### config.mk
export PLATFORM = sky130hd
export DESIGN_NAME = modem_rx_usart
export DESIGN_NICKNAME = d
export VERILOG_FILES = /design/src/rtl/modem_rx_pkg.sv /design/src/rtl/rx_sync_shifter.sv /design/src/rtl/rx_async_framer.sv /design/src/rtl/rx_char_packer.sv /design/src/rtl/modem_rx_usart.sv
export SDC_FILE = /design/constraint.sdc
export NUM_CORES = 1
export LEC_CHECK = 0
export BUFFER_PORTS_ARGS = -buffer_cell sky130_fd_sc_hd__buf_2
export CAP_MARGIN = 20
export CORE_MARGIN = 2
export CORE_UTILIZATION = 54
export DETAILED_ROUTE_END_ITERATION = 12
export GPL_TIMING_DRIVEN = 1
export MAX_ROUTING_LAYER = met4
export PLACE_DENSITY = 0.76
export RECOVER_POWER = 25
export SLEW_MARGIN = 25
export SYNTH_ARGS = -nofsm -noshare
export SYNTH_HDL_FRONTEND = slang
export SYNTH_SLANG_ARGS = --single-unit
### constraint.sdc
create_clock -name clk_i -period 2.95 [get_ports clk_i]
set_input_delay 0.59 -clock clk_i [delete_from_list [all_inputs] [get_ports clk_i]]
set_output_delay 0.59 -clock clk_i [all_outputs]
set_load 0.01 [all_outputs]
### src/rtl/modem_rx_pkg.sv
package modem_rx_pkg;
  localparam int unsigned CHAR_W = 8;
  localparam int unsigned WORD_W = 2 * CHAR_W;

  typedef enum logic [2:0] {
    ST_IDLE,
    ST_START,
    ST_DATA,
    ST_PAR,
    ST_STOP,
    ST_WAITH
  } rx_state_e;
endpackage

### src/rtl/rx_sync_shifter.sv
module rx_sync_shifter
  import modem_rx_pkg::*;
(
  input  logic              clk_i,
  input  logic              rst_ni,
  input  logic              en_i,
  input  logic              bit_en_i,
  input  logic              rx_i,
  input  logic              pair_i,
  output logic              vld_o,
  output logic [WORD_W-1:0] word_o
);
  localparam int unsigned CNT_W = $clog2(WORD_W);

  logic [WORD_W-1:0] sh_q, sh_next;
  logic [CNT_W-1:0]  cnt_q, last;

  assign sh_next = {rx_i, sh_q[WORD_W-1:1]};
  assign last    = pair_i ? CNT_W'(WORD_W - 1) : CNT_W'(CHAR_W - 1);

  always_ff @(posedge clk_i or negedge rst_ni) begin
    if (!rst_ni) begin
      sh_q   <= '0;
      cnt_q  <= '0;
      vld_o  <= 1'b0;
      word_o <= '0;
    end else begin
      vld_o <= 1'b0;
      if (!en_i) begin
        cnt_q <= '0;
      end else if (bit_en_i) begin
        sh_q <= sh_next;
        if (cnt_q == last) begin
          cnt_q  <= '0;
          vld_o  <= 1'b1;
          word_o <= pair_i ? sh_next : {{CHAR_W{1'b0}}, sh_next[WORD_W-1:CHAR_W]};
        end else begin
          cnt_q <= cnt_q + 1'b1;
        end
      end
    end
  end

  p_sync_single_r1: assert property (@(posedge clk_i) disable iff (!rst_ni)
    (vld_o && !$past(pair_i)) |-> word_o[WORD_W-1:CHAR_W] == '0);
endmodule

### src/rtl/rx_async_framer.sv
module rx_async_framer
  import modem_rx_pkg::*;
#(
  parameter int unsigned OS_RATE = 16
) (
  input  logic              clk_i,
  input  logic              rst_ni,
  input  logic              en_i,
  input  logic              os_en_i,
  input  logic              rx_i,
  input  logic [1:0]        len_i,
  input  logic              par_en_i,
  output logic              vld_o,
  output logic [CHAR_W-1:0] char_o,
  output logic              par_o,
  output logic              frm_o,
  output logic              idle_o
);
  localparam int unsigned OS_W = $clog2(OS_RATE);
  localparam logic [OS_W-1:0] HALF = OS_W'(OS_RATE / 2 - 1);
  localparam logic [OS_W-1:0] FULL = OS_W'(OS_RATE - 1);

  rx_state_e         st_q;
  logic [OS_W-1:0]   cnt_q;
  logic [2:0]        nbit_q, last_bit;
  logic [CHAR_W-1:0] sh_q;
  logic              mid;

  assign last_bit = {1'b0, len_i} + 3'd4;
  assign mid      = os_en_i && (cnt_q == FULL);
  assign idle_o   = (st_q == ST_IDLE) || (st_q == ST_WAITH);

  always_ff @(posedge clk_i or negedge rst_ni) begin
    if (!rst_ni) begin
      st_q   <= ST_IDLE;
      cnt_q  <= '0;
      nbit_q <= '0;
      sh_q   <= '0;
      vld_o  <= 1'b0;
      char_o <= '0;
      par_o  <= 1'b0;
      frm_o  <= 1'b0;
    end else begin
      vld_o <= 1'b0;
      if (!en_i) begin
        st_q <= ST_IDLE;
      end else if (os_en_i) begin
        cnt_q <= cnt_q + 1'b1;
        unique case (st_q)
          ST_IDLE: if (!rx_i) begin
            st_q  <= ST_START;
            cnt_q <= '0;
          end
          ST_START: if (cnt_q == HALF) begin
            cnt_q  <= '0;
            nbit_q <= '0;
            par_o  <= 1'b0;
            st_q   <= rx_i ? ST_IDLE : ST_DATA;
          end
          ST_DATA: if (mid) begin
            sh_q <= {rx_i, sh_q[CHAR_W-1:1]};
            if (nbit_q == last_bit) st_q <= par_en_i ? ST_PAR : ST_STOP;
            nbit_q <= nbit_q + 1'b1;
          end
          ST_PAR: if (mid) begin
            par_o <= rx_i;
            st_q  <= ST_STOP;
          end
          ST_STOP: if (mid) begin
            vld_o  <= 1'b1;
            char_o <= sh_q >> (2'd3 - len_i);
            frm_o  <= !rx_i;
            st_q   <= rx_i ? ST_IDLE : ST_WAITH;
          end
          ST_WAITH: if (rx_i) st_q <= ST_IDLE;
          default: st_q <= ST_IDLE;
        endcase
      end
    end
  end

  p_glitch_drop_r3: assert property (@(posedge clk_i) disable iff (!rst_ni)
    (en_i && os_en_i && st_q == ST_START && cnt_q == HALF && rx_i) |=> st_q == ST_IDLE && !vld_o);
  p_frm_resync_r7: assert property (@(posedge clk_i) disable iff (!rst_ni)
    (en_i && st_q == ST_WAITH && !rx_i) |=> st_q != ST_START);
  p_frm_flag_r6: assert property (@(posedge clk_i) disable iff (!rst_ni)
    (vld_o && frm_o) |-> st_q == ST_WAITH || !en_i || $past(!rx_i));
endmodule

### src/rtl/rx_char_packer.sv
module rx_char_packer
  import modem_rx_pkg::*;
#(
  parameter int unsigned TMO_W = 8
) (
  input  logic              clk_i,
  input  logic              rst_ni,
  input  logic              async_i,
  input  logic              pair_i,
  input  logic [TMO_W-1:0]  timeout_i,
  input  logic              bit_en_i,
  input  logic              idle_i,
  input  logic              a_vld_i,
  input  logic [CHAR_W-1:0] a_char_i,
  input  logic              a_par_i,
  input  logic              a_frm_i,
  input  logic              s_vld_i,
  input  logic [WORD_W-1:0] s_word_i,
  input  logic              rd_ack_i,
  input  logic              ovr_clr_i,
  output logic [WORD_W-1:0] data_o,
  output logic              ready_o,
  output logic              pair_o,
  output logic [1:0]        par_o,
  output logic              frm_err_o,
  output logic              ovr_o
);
  logic              have_q, p0_q, f0_q;
  logic [CHAR_W-1:0] lo_q;
  logic [TMO_W-1:0]  tmo_q;
  logic              flush, dlv;
  logic [WORD_W-1:0] d_word;
  logic              d_pair, d_frm;
  logic [1:0]        d_par;

  assign flush = async_i && have_q && idle_i && bit_en_i && !a_vld_i
                 && ((tmo_q + 1'b1) >= timeout_i);

  always_comb begin
    dlv    = 1'b0;
    d_word = '0;
    d_pair = 1'b0;
    d_par  = '0;
    d_frm  = 1'b0;
    if (!async_i) begin
      dlv    = s_vld_i;
      d_word = s_word_i;
      d_pair = pair_i;
    end else if (a_vld_i && (!pair_i || !have_q)) begin
      dlv    = !pair_i;
      d_word = {{CHAR_W{1'b0}}, a_char_i};
      d_par  = {1'b0, a_par_i};
      d_frm  = a_frm_i;
    end else if (a_vld_i) begin
      dlv    = 1'b1;
      d_word = {a_char_i, lo_q};
      d_pair = 1'b1;
      d_par  = {a_par_i, p0_q};
      d_frm  = a_frm_i | f0_q;
    end else if (flush) begin
      dlv    = 1'b1;
      d_word = {{CHAR_W{1'b0}}, lo_q};
      d_par  = {1'b0, p0_q};
      d_frm  = f0_q;
    end
  end

  always_ff @(posedge clk_i or negedge rst_ni) begin
    if (!rst_ni) begin
      have_q <= 1'b0;
      lo_q   <= '0;
      p0_q   <= 1'b0;
      f0_q   <= 1'b0;
      tmo_q  <= '0;
    end else begin
      if (!async_i || !pair_i) begin
        have_q <= 1'b0;
      end else if (a_vld_i) begin
        have_q <= !have_q;
        lo_q   <= a_char_i;
        p0_q   <= a_par_i;
        f0_q   <= a_frm_i;
        tmo_q  <= '0;
      end else if (flush) begin
        have_q <= 1'b0;
      end else if (have_q && idle_i && bit_en_i) begin
        tmo_q <= tmo_q + 1'b1;
      end
    end
  end

  always_ff @(posedge clk_i or negedge rst_ni) begin
    if (!rst_ni) begin
      data_o    <= '0;
      ready_o   <= 1'b0;
      pair_o    <= 1'b0;
      par_o     <= '0;
      frm_err_o <= 1'b0;
      ovr_o     <= 1'b0;
    end else begin
      if (dlv) begin
        data_o    <= d_word;
        pair_o    <= d_pair;
        par_o     <= d_par;
        frm_err_o <= d_frm;
        ready_o   <= 1'b1;
      end else if (rd_ack_i) begin
        ready_o <= 1'b0;
      end
      if (dlv && ready_o && !rd_ack_i) ovr_o <= 1'b1;
      else if (ovr_clr_i)              ovr_o <= 1'b0;
    end
  end

  p_flush_single_r9: assert property (@(posedge clk_i) disable iff (!rst_ni)
    flush |=> ready_o && !pair_o && data_o[WORD_W-1:CHAR_W] == '0);
  p_ack_clears_r10: assert property (@(posedge clk_i) disable iff (!rst_ni)
    (rd_ack_i && !dlv) |=> !ready_o);
  p_ovr_set_r11: assert property (@(posedge clk_i) disable iff (!rst_ni)
    (dlv && ready_o && !rd_ack_i) |=> ovr_o);
  p_ovr_sticky_r11: assert property (@(posedge clk_i) disable iff (!rst_ni)
    (ovr_o && !ovr_clr_i) |=> ovr_o);
endmodule

### src/rtl/modem_rx_usart.sv
module modem_rx_usart
  import modem_rx_pkg::*;
#(
  parameter int unsigned OS_RATE = 16,
  parameter int unsigned TMO_W   = 8
) (
  input  logic             clk_i,
  input  logic             rst_ni,
  input  logic             os_en_i,
  input  logic             bit_en_i,
  input  logic             rx_i,
  input  logic             cfg_async_i,
  input  logic [1:0]       cfg_len_i,
  input  logic             cfg_par_en_i,
  input  logic             cfg_pair_i,
  input  logic [TMO_W-1:0] cfg_timeout_i,
  input  logic             rd_ack_i,
  input  logic             ovr_clr_i,
  output logic [15:0]      data_o,
  output logic             ready_o,
  output logic             pair_o,
  output logic [1:0]       par_o,
  output logic             frm_err_o,
  output logic             ovr_o
);
  logic              a_vld, a_par, a_frm, a_idle, s_vld;
  logic [CHAR_W-1:0] a_char;
  logic [WORD_W-1:0] s_word;

  rx_sync_shifter u_sync (
    .clk_i, .rst_ni,
    .en_i    (!cfg_async_i),
    .bit_en_i,
    .rx_i,
    .pair_i  (cfg_pair_i),
    .vld_o   (s_vld),
    .word_o  (s_word)
  );

  rx_async_framer #(.OS_RATE(OS_RATE)) u_async (
    .clk_i, .rst_ni,
    .en_i     (cfg_async_i),
    .os_en_i,
    .rx_i,
    .len_i    (cfg_len_i),
    .par_en_i (cfg_par_en_i),
    .vld_o    (a_vld),
    .char_o   (a_char),
    .par_o    (a_par),
    .frm_o    (a_frm),
    .idle_o   (a_idle)
  );

  rx_char_packer #(.TMO_W(TMO_W)) u_pack (
    .clk_i, .rst_ni,
    .async_i   (cfg_async_i),
    .pair_i    (cfg_pair_i),
    .timeout_i (cfg_timeout_i),
    .bit_en_i,
    .idle_i    (a_idle),
    .a_vld_i   (a_vld),
    .a_char_i  (a_char),
    .a_par_i   (a_par),
    .a_frm_i   (a_frm),
    .s_vld_i   (s_vld),
    .s_word_i  (s_word),
    .rd_ack_i,
    .ovr_clr_i,
    .data_o, .ready_o, .pair_o, .par_o, .frm_err_o, .ovr_o
  );

  p_upper_zero_r4: assert property (@(posedge clk_i) disable iff (!rst_ni)
    (ready_o && !pair_o) |-> data_o[15:8] == 8'h00);
  p_no_par_r5: assert property (@(posedge clk_i) disable iff (!rst_ni)
    ($rose(ready_o) && !$past(cfg_par_en_i) && $past(cfg_async_i)) |-> par_o == 2'b00);
endmodule

==> flow_summary.toml, run 1 <==
[run_status]
status = "finished, final reports clean"

[clock_network]
numCtsBuffers = 9
htree_levels = 3
path_clk_slew_ns = 0.11
clk_latency_ns = 0.38
cts_tree = "yes"
cts_max_path_buffers = 2
hold_buffers = 0
cts-root-buf = "clkbuf_8"
cts_sinks = 106

[layout]
area_growth_pct = 12.3
nets = 589
layout-drive-gt1-share_pct = 25.4
final_util_pct = 62.6
fill_cells = 788
fin_area_mm2 = 0.00611
antenna_cells = 0

[synth]
synth_area_mm2 = 0.00545
synth_area_per_cell_um2 = 10.5
ys.flop_type = "dfrtp_1"
async_flop_share_pct = 100
synthesis.nets = 549
ys_seq_area_share_pct = 48.7
synth-edff-count = 0
synthCells = 517
ys_types = 57
ys_warn_count = 0
ys_seq_elements = 106

[critical_path]
cp_data_arrival_time_ns = 3.16
cp_cell_sequence = "ha_2, nand3_1, nor2_1, xor2_1, ha_1, o21ai_2, o21ai_1, or4_4, buf_4, a31oi_4, buf_6, o2bb2ai_1"
r2r_end = "u_pack.par_o[1]"
cpPeakStageDelay_ns = 0.53
crit_type = "register to register"
crit_path_max_fanout = 11
regToRegSetupSlack_ns = 0.09
rr_worst_depth = 12
crit_slowest_cell = "or4_4"
cp-end-kind = "register"
worstReg2RegStart = "u_pack.tmo_q[0]"
required_ns = 3.25
start_kind = "register"

[power_and_ir_drop]
peakVddDrop_uv = 382
share_seq_of_total_power_pct = 55.3
p_clk_share_pct = 33.3
pwr-share-comb_pct = 11.5
total_power_uw = 3070
power_switching_uw = 829
internal_power_uw = 2240
switching_share_pct = 27.0
p_leak_uw = 0.00292
power_density_mw_per_mm2 = 501

[die]
ios = 42
initial_core_util_pct = 55.7
coreArea_mm2 = 0.00977
dieHeight_um = 104
dieArea_mm2 = 0.0109
die_w_um = 104
core.rowCount = 36

[hold_path]
min_from = "ovr_clr_i"
hold_path_class = "input pin to register"
hold_path_end = "u_pack.ovr_o"
whs_path_depth = 2

[routing]
antenna_left = 0
remaining_drc_errors = 0
wl_per_cell_um = 16.9
vias_per_cell = 5.91
drt_wl_total_um = 11700
drt_first_pass_iters = 4
drt_iter0_markers = 179
via_count = 4106

[timing]
period_needed_ns = 2.86
post-route-period-util_pct = 96.9
setup_viol = 0
relSlewSlack_pct = 10.3
holdWs_ns = 0.405
fin_skew_ns = 0.0103
fin_ws_ns = 0.0915
hold_violations = 0
max_freq_mhz = 350
worst_pin_slew_ns = 1.35
slew_violations = 0

[grt]
grt_overflow = 0
track_usage_pct = 23.1
grt_max_degree = 57
grt_pass1_vias = 3879
grt_pass1_wl_um = 19600
antenna_found_initial = 0

[place]
io_buffers = 41
postPlaceCellArea_mm2 = 0.00585
dpl_worst_slack_ns = -0.0612
dpl.hpwl_um = 8440
place_congestion = 0.906

[run]
maxCapViolations = 0
cell usage after synthesis (all sizes together), types with 2 or more instances:
cell type  instances  area [um2]
o211ai            11        82.6
xnor2              4        35.0
nand2             47         176
dfrtp            106        2650
nor3b              3        22.5
clkbuf            30         113
nor3               8        40.0
a311oi             9        78.8
a22o              25         219
inv               18        67.6
or4                3        26.3
nand4              8        50.1
o2bb2ai            2        17.5
mux2              49         559
o21a               2        15.0
nor2b             11        68.8
nor4               3        25.0
o21bai             2        15.0
a21o               2        15.0
mux2i             13         130
o21ai             40         200
and3               2        12.5
a31oi             10        62.6
buf                5        36.3
a21oi             22         110
o31ai              2        15.0
nor2              14        52.6
nand3             21         105
ha                12         150
xor2               7        61.3
a211o              2        17.5
nand2b             5        31.3
cells by family (layout without fill, tap and decap cells):
kind of cell | count (synthesis) | after routing | synth area share, %
flops | 106 | 106 | 48.7
xor+xnor | 11 | 11 | 1.77
simple gates | 132 | 132 | 12.3
fa+ha+maj | 12 | 12 | 2.76
mux | 63 | 63 | 13.1
buf+inv | 53 | 98 | 3.97
compound gates | 140 | 140 | 17.4
registers in the layout (all words and copies together), names as in the netlist, 2 cells and up:
signal / flops
u_pack.data_o: 16
u_sync.sh_q: 15
u_sync.word_o: 16
u_pack.par_o: 2
u_async.sh_q: 8
u_async.nbit_q: 3
u_pack.tmo_q: 8
u_pack.lo_q: 8
u_sync.cnt_q: 4
u_async.cnt_q: 4
u_async.char_o: 8
u_async.st_q: 3
what timing repair did:
item,CTS,global route
gates resized for setup,2,5
pin swaps,0,4
setup buffers,0,2
endpoints found under the hold margin,0,0
gates cloned,0,0
endpoints found under the setup margin,14,30
critical path: cells and delay by family, from the launching register on:
family | cells | cell delay (ns)
AND/OR/NAND/NOR | 3 | 0.78
AO/OA/AOI/OAI | 4 | 0.56
buffers and inverters | 2 | 0.34
XOR/XNOR | 1 | 0.21
flip-flops | 1 | 0.39
adder cells (fa/ha/maj) | 2 | 0.49
per-stage QoR:
| step | TNS, ns | std cells |
|---|---|---|
| after global routing | -0.384 | 695 |
| after floorplan | 0 | 517 |
| after global placement | 0 | 677 |
| after CTS | 0 | 693 |
| final | 0 | 695 |
| after detailed placement | -0.565 | 677 |
layout make-up:
type / count / area, um2 / share of cell area, %
tap: 133 / 166 / 2.72
clock inverter: 7 / 108 / 1.76
timing repair buffer: 64 / 379 / 6.20
inverter: 18 / 67.6 / 1.10
clock buffer: 9 / 124 / 2.03
multi-input combinational: 358 / 2620 / 42.8
sequential: 106 / 2650 / 43.4
worst max-delay path by stage:
stage / from / end / slack (ns) / cells past startpoint
5_1_grt: u_pack.tmo_q[0] / u_pack.data_o[5] / -0.05 / 11
3_5_place_dp: u_pack.tmo_q[1] / u_pack.data_o[14] / -0.06 / 10
6_report: u_pack.tmo_q[0] / u_pack.par_o[1] / 0.09 / 12
2_1_floorplan: u_pack.tmo_q[0] / u_pack.data_o[13] / 0.006 / 12
3_3_place_gp: u_pack.tmo_q[0] / u_pack.data_o[13] / 0.02 / 10
4_1_cts: u_pack.tmo_q[1] / u_pack.data_o[13] / 0.05 / 10
power groups by stage:
stage / registers [uW] / clock network (uW) / logic (uW)
6_report: 1700 / 1020 / 351
2_1_floorplan: 1680 / 0 / 249
4_1_cts: 1690 / 1040 / 357
5_1_grt: 1710 / 1120 / 391
3_5_place_dp: 1720 / 0 / 351
3_3_place_gp: 1710 / 0 / 334
cells in the final DEF, fill, tap and decap left out, types with 5 or more instances in the layout:
cell      synthesis  layout
inv_1            18      18
a311oi_1          9       9
mux2i_1          13      13
nor2_1           14      14
xor2_1            7       7
o211ai_1         11      11
nand2_1          47      47
dfrtp_1         106     106
nor2b_1          11      11
a22o_1           25      25
clkbuf_8          0       9
a31oi_1          10       9
nor3_1            8       8
nand3_1          21      21
ha_1             12      11
a21oi_1          22      22
nand2b_1          5       5
mux2_2           47      47
nand4_1           8       8
buf_2             2      40
buf_4             0      21
o21ai_0          39      38
layer usage:
layer / up-vias / GRT usage (%) / share of wire, %
met5: - / - / 0
met2: 103 / 35.1 / 47
li1: 1975 / - / -
met3: 16 / 5.58 / 4.9
met1: 2012 / 31.4 / 46
met4: 0 / 5.89 / 1.5
No activity file was read; power rests on OpenSTA's default activity.
==> run 2: changes to the inputs <==
- CORE_UTILIZATION: 54 -> 55
- CTS_BUF_LIST: not set -> sky130_fd_sc_hd__clkbuf_8
- PLACE_DENSITY: 0.76 -> 0.77
==> run 2 against run 1 <==
  * Die area down 1.8%
  * Sequential power barely moved
  * First-iteration DRC count increased by 13%
  * Critical endpoint is now u_pack.data_o[13]
==> flow_summary.toml, run 2 (synthesized netlist as in run 1, its figures left out) <==
[run_status]
status = "finished, final reports clean"

[critical_path]
r2r_end = "u_pack.data_o[13]"
cpPeakStageDelay_ns = 0.55
crit_type = "register to register"
crit_slowest_cell = "or4_4"
regToRegSetupSlack_ns = 0.03
cp_data_arrival_time_ns = 3.20
crit_path_max_fanout = 8
required_ns = 3.23
worstReg2RegStart = "u_pack.tmo_q[1]"
rr_worst_depth = 10
cp-endpoint = "u_pack.data_o[13]"
startpoint = "u_pack.tmo_q[1]"
start_kind = "register"
cp-end-kind = "register"
cp_cell_sequence = "ha_2, buf_4, xor2_2, ha_1, a31oi_1, nor2b_1, or4_4, a31o_4, buf_12, mux2_4"

[timing]
period_needed_ns = 2.92
post-route-period-util_pct = 99.0
setup_viol = 0
max_freq_mhz = 342
holdWs_ns = 0.401
relSlewSlack_pct = 20.0
fin_skew_ns = 0.0194
hold_violations = 0
worst_pin_slew_ns = 1.20
slew_violations = 0

[place]
postPlaceCellArea_mm2 = 0.00587
dpl.hpwl_um = 8530
placed_cells = 680
io_buffers = 41
place_congestion = 0.875

[clock_network]
cts_max_path_buffers = 2
clk_latency_ns = 0.38
numCtsBuffers = 9
htree_levels = 3
cts-root-buf = "clkbuf_8"
hold_buffers = 0
cts_sinks = 106
cts_tree = "yes"
path_clk_slew_ns = 0.11

[routing]
wl_per_cell_um = 17.1
antenna_left = 0
vias_per_cell = 6.03
drt_first_pass_iters = 4
remaining_drc_errors = 0
drt_wl_total_um = 12000
via_count = 4244
drt_iter0_markers = 203

[power_and_ir_drop]
p_clk_share_pct = 30.2
pwr-share-comb_pct = 12.2
share_seq_of_total_power_pct = 57.7
p_leak_uw = 0.00296
power_density_mw_per_mm2 = 473
total_power_uw = 2940
internal_power_uw = 2100
power_switching_uw = 840
peakVddDrop_uv = 295
switching_share_pct = 28.6

[grt]
grt_max_degree = 48
grt_pass1_wl_um = 20300
grt_pass1_vias = 4223
grt_overflow = 0
antenna_found_initial = 0
track_usage_pct = 23.6

[layout]
largestRegisters = "u_pack.data_o x16, u_sync.word_o x16, u_sync.sh_q x15"
fill_cells = 769
final_cells = 704
layout_commonest_cell = "dfrtp_1"
nets = 598
layout-drive-gt1-share_pct = 27.7
final_cell_mix = "106 x dfrtp_1, 47 x nand2_1, 47 x mux2_2"
antenna_cells = 0
area_growth_pct = 14.1
fin_area_mm2 = 0.00621

[die]
die_w_um = 104
core.rowCount = 36
coreArea_mm2 = 0.00968
dieArea_mm2 = 0.0107
dieHeight_um = 104
initial_core_util_pct = 56.2
ios = 42

[run]
maxCapViolations = 0

[hold_path]
hold_path_class = "input pin to register"
whs_path_depth = 2
-- run 2: changes by cell type in the layout (fill, tap and decap cells not counted), sizes merged --
cell    delta
buf        +8
bufinv     -2
clkinv     +1
clkbuf     +2
-- run 2: layout make-up --
type	count	area (um2)	share of cell area (%)
clock buffers	10	138	2.22
repair buffers	73	475	7.65
inverters	18	67.6	1.09
well taps	133	166	2.68
multi-input cells	358	2660	42.8
flip-flops and latches	106	2650	42.7
clock inverters	6	56.3	0.906
-- run 2: how the worst min path moves through the flow --
stage,from,end,slack [ns]
after floorplan,rst_ni,u_async.char_o[0],0.29
after global placement,u_async.nbit_q[2],u_async.nbit_q[2],0.47
after detailed placement,u_pack.par_o[0],u_pack.par_o[0],0.47
after CTS,rst_ni,u_pack.tmo_q[5],0.22
after global routing,ovr_clr_i,u_pack.ovr_o,0.41
final,ovr_clr_i,u_pack.ovr_o,0.40
-- run 2: power by group through the flow --
| stage | Combinational [uW] | Sequential [uW] | Clock (uW) |
|---|---|---|---|
| after floorplan | 249 | 1680 | 0 |
| after global placement | 334 | 1710 | 0 |
| after detailed placement | 353 | 1720 | 0 |
| after CTS | 355 | 1690 | 900 |
| after global routing | 398 | 1710 | 963 |
| final | 357 | 1690 | 886 |
-- run 2: through the flow --
step,setup slack [ns],TNS (ns),util (%)
after floorplan,0.00636,0,-
after global placement,0.0869,0,60.6
after detailed placement,-0.00700,-0.0135,60.6
after CTS,0.00366,0,62.8
after global routing,-0.0730,-0.673,64.1
final,0.0303,0,64.1
-- run 2: metal layers --
| metal | wire (um) | global-route usage, % | share of wire, % |
|---|---|---|---|
| met5 | 0 | - | 0 |
| met4 | 173 | 6.18 | 1.4 |
| met3 | 615 | 3.84 | 5.1 |
| met2 | 6000 | 39.1 | 50 |
| met1 | 5240 | 30.5 | 44 |
-- run 2: worst max-delay path, delay by kind of cell (launching register included) --
kind	cells	cell delay, ns
flip-flops	1	0.43
AND/OR/NAND/NOR	2	0.66
adder cells (fa/ha/maj)	2	0.55
AO/OA/AOI/OAI	2	0.45
multiplexers	1	0.28
XOR/XNOR	1	0.16
buffers and inverters	2	0.28
-- run 2: repair_timing --
| action | in CTS | in global routing |
|---|---|---|
| resized for setup | 2 | 14 |
| gates cloned | 0 | 1 |
| setup buffers | 1 | 6 |
| pin swaps | 0 | 10 |
| endpoints found under the setup margin | 9 | 30 |
==> run 3: changes to the inputs <==
- BUFFER_PORTS_ARGS: -buffer_cell sky130_fd_sc_hd__buf_2 -> -buffer_cell sky130_fd_sc_hd__clkbuf_2
- SYNTH_HIERARCHICAL: not set -> 1
==> run 3 against run 2 <==
  * Clock-buffer cell count decreased by 1
  * Via count decreased by 7.7%
  * Global-route usage decreased by 1.2 points
  * Hold slack improved by 0.0084 ns
  * Synthesized area increased by 2.7%
  * Cell area decreased by 1.2%
  * Sequential power increased by 3%
  * Clock power increased by 16%
  * Non-clock buffer count decreased by 16
  * Maximum frequency increased by 4.7%
  * First-iteration DRC count decreased by 16%
  * Critical endpoint is now u_pack/tmo_q[5]
  * Largest cell class is now flip-flops and latches
  * Largest power group unchanged
  * Highest routed layer unchanged
==> flow_summary.toml, run 3 <==
[power_and_ir_drop]
p_clk_share_pct = 31.9
power_density_mw_per_mm2 = 528
pwr-share-comb_pct = 14.4
peakVddDrop_uv = 321
power_switching_uw = 839
share_seq_of_total_power_pct = 53.7
p_leak_uw = 0.00307
internal_power_uw = 2400
switching_share_pct = 25.9

[synth]
synthCells = 517
synth_top_cell_by_area = "dfrtp_1"
async_flop_share_pct = 100
synth.top_cells.by_count = "106 x dfrtp_1, 65 x mux2_2, 49 x inv_1, 47 x nand2_1, 31 x mux2i_1"
ys.flop_type = "dfrtp_1"
ys_types = 58
synthTopCellsByArea = "dfrtp_1 47%, mux2_2 13%, mux2i_1 5.5%"
ys_seq_area_share_pct = 47.4
ys_seq_elements = 106
ys_warn_count = 6
synth_top_area_share_pct = 47.4
synth_area_per_cell_um2 = 10.8
synthesis.nets = 549
synth-edff-count = 0
synth_most_common_cell = "dfrtp_1"
synth_area_mm2 = 0.00559

[die]
dieArea_mm2 = 0.0110
dieHeight_um = 105
coreArea_mm2 = 0.00982
die_w_um = 105
core.rowCount = 36
ios = 42
initial_core_util_pct = 56.9

[clock_network]
cts_tree = "yes"
hold_buffers = 0
clk_latency_ns = 0.38
htree_levels = 3
path_clk_slew_ns = 0.09
ctsResizeCount = 0
post_cts_buffers = 0
cts_sinks = 106
cts_max_path_buffers = 2
cts-root-buf = "clkbuf_8"
numCtsBuffers = 9

[timing]
relSlewSlack_pct = 14.5
max_freq_mhz = 358
setup_tns_ns = 0
hold_violations = 0
period_needed_ns = 2.79
rsz0062_at_grt = "false"
holdWs_ns = 0.410
worst_pin_slew_ns = 1.28
post-route-period-util_pct = 94.6
fin_skew_ns = 0.0160
slew_violations = 0
setup_viol = 0

[layout]
antenna_cells = 0
nets = 588
fin_area_mm2 = 0.00613
largestRegisters = "u_pack/data_o x16, u_sync/word_o x16, u_sync/sh_q x15"
area_growth_pct = 9.71
layout_commonest_cell = "dfrtp_1"
layout-drive-gt1-share_pct = 26.9
final_cells = 694
fill_cells = 847
final_cell_mix = "105 x dfrtp_1, 65 x mux2_2, 52 x inv_1"

[critical_path]
cp-end-kind = "register"
required_ns = 3.24
path_delay_family = "simple AND/OR/NAND/NOR gates"
crit_type = "register to register"
path_buf_inv = 1
regToRegSetupSlack_ns = 0.16
cp_data_arrival_time_ns = 3.08
cp_cell_sequence = "and3_1, nand3_1, xnor2_1, ha_1, a21o_1, a21oi_1, o21a_1, o21ai_4, or3_1, buf_4, mux2i_1"
start_kind = "register"
crit_slowest_cell = "or3_1"
cpPeakStageDelay_ns = 0.48
crit_path_max_fanout = 8

[run_status]
status = "finished, final reports clean"

[place]
postPlaceCellArea_mm2 = 0.00590
io_buffers = 41
place_congestion = 0.888
dpl.hpwl_um = 8240
placed_cells = 678

[routing]
remaining_drc_errors = 0
drt_wl_total_um = 11400
drt_iter0_markers = 170
drt_first_pass_iters = 4
vias_per_cell = 5.65
wl_per_cell_um = 16.4
via_count = 3919
antenna_left = 0

[grt]
antenna_found_initial = 0
track_usage_pct = 22.3
grt_overflow = 0
grt_pass1_vias = 3930
grt_pass1_wl_um = 19100
grt_max_degree = 52

[run]
maxCapViolations = 0

[hold_path]
hold_path_class = "input pin to register"
-- run 3: cell types whose count changed after synthesis, moves of 8 or more --
cell / before / now
inv_1: 18 / 49
a22o_1: 25 / 2
mux2_2: 47 / 65
mux2i_1: 13 / 31
clkbuf_1: 30 / 13
o21ai_0: 39 / 23
nand3_1: 21 / 10
o211ai_1: 11 / 1
nor2b_1: 11 / 2
a311oi_1: 9 / 1
-- run 3: final cells by class --
cell class	instances	area, um2	area share, %
tap	133	166	2.71
inverter	49	184	3.00
sequential	106	2650	43.3
multi-input combinational	333	2570	41.9
timing repair buffer	57	325	5.30
clock inverter	7	110	1.79
clock buffer	9	124	2.02
-- run 3: through the flow --
stage	setup slack (ns)	utilization, %	power [uW]
2_1_floorplan	0.403	-	2060
3_3_place_gp	0.257	60.1	2210
3_5_place_dp	0.0835	60.1	2240
4_1_cts	0.0685	62.5	3280
5_1_grt	0.0133	62.5	3410
6_report	0.161	62.5	3240
-- run 3: power groups by stage --
stage	Combinational, uW	Sequential, uW	Clock, uW
3_3_place_gp	454	1760	0
6_report	465	1740	1030
4_1_cts	477	1740	1060
5_1_grt	516	1770	1130
3_5_place_dp	473	1770	0
2_1_floorplan	321	1730	0
-- run 3: final timing paths --
path                                    from           endpoint  cells after the start
min                                ovr_clr_i       u_pack/ovr_o                      2
max reg2reg                  u_pack/tmo_q[0]    u_pack/tmo_q[5]                     11
min reg2reg                u_async/nbit_q[2]  u_async/nbit_q[2]                      1
max in group asynchronous             rst_ni  u_sync/word_o[13]                      2
min in group asynchronous             rst_ni    u_sync/cnt_q[3]                      1
max                          u_pack/tmo_q[0]    u_pack/tmo_q[5]                     11
-- run 3: per-layer routing --
metal  track usage [%]  vias to the layer above  wire (um)
li1                  -                     1857          -
met1              30.0                     1942       5200
met2              34.7                      100       5490
met3              2.99                       20        445
met4              8.76                        0        231
met5                 -                        -          0
-- run 3: kinds of logic after synthesis --
kind of cell             after synthesis  synth area share (%)
buffers and inverters                 78                  6.80
AO/OA/AOI/OAI                         76                  8.77
flip-flops                           106                  47.4
AND/OR/NAND/NOR                      133                  12.8
multiplexers                          99                  19.4
adder cells (fa/ha/maj)               12                  2.69
XOR/XNOR                              13                  2.04
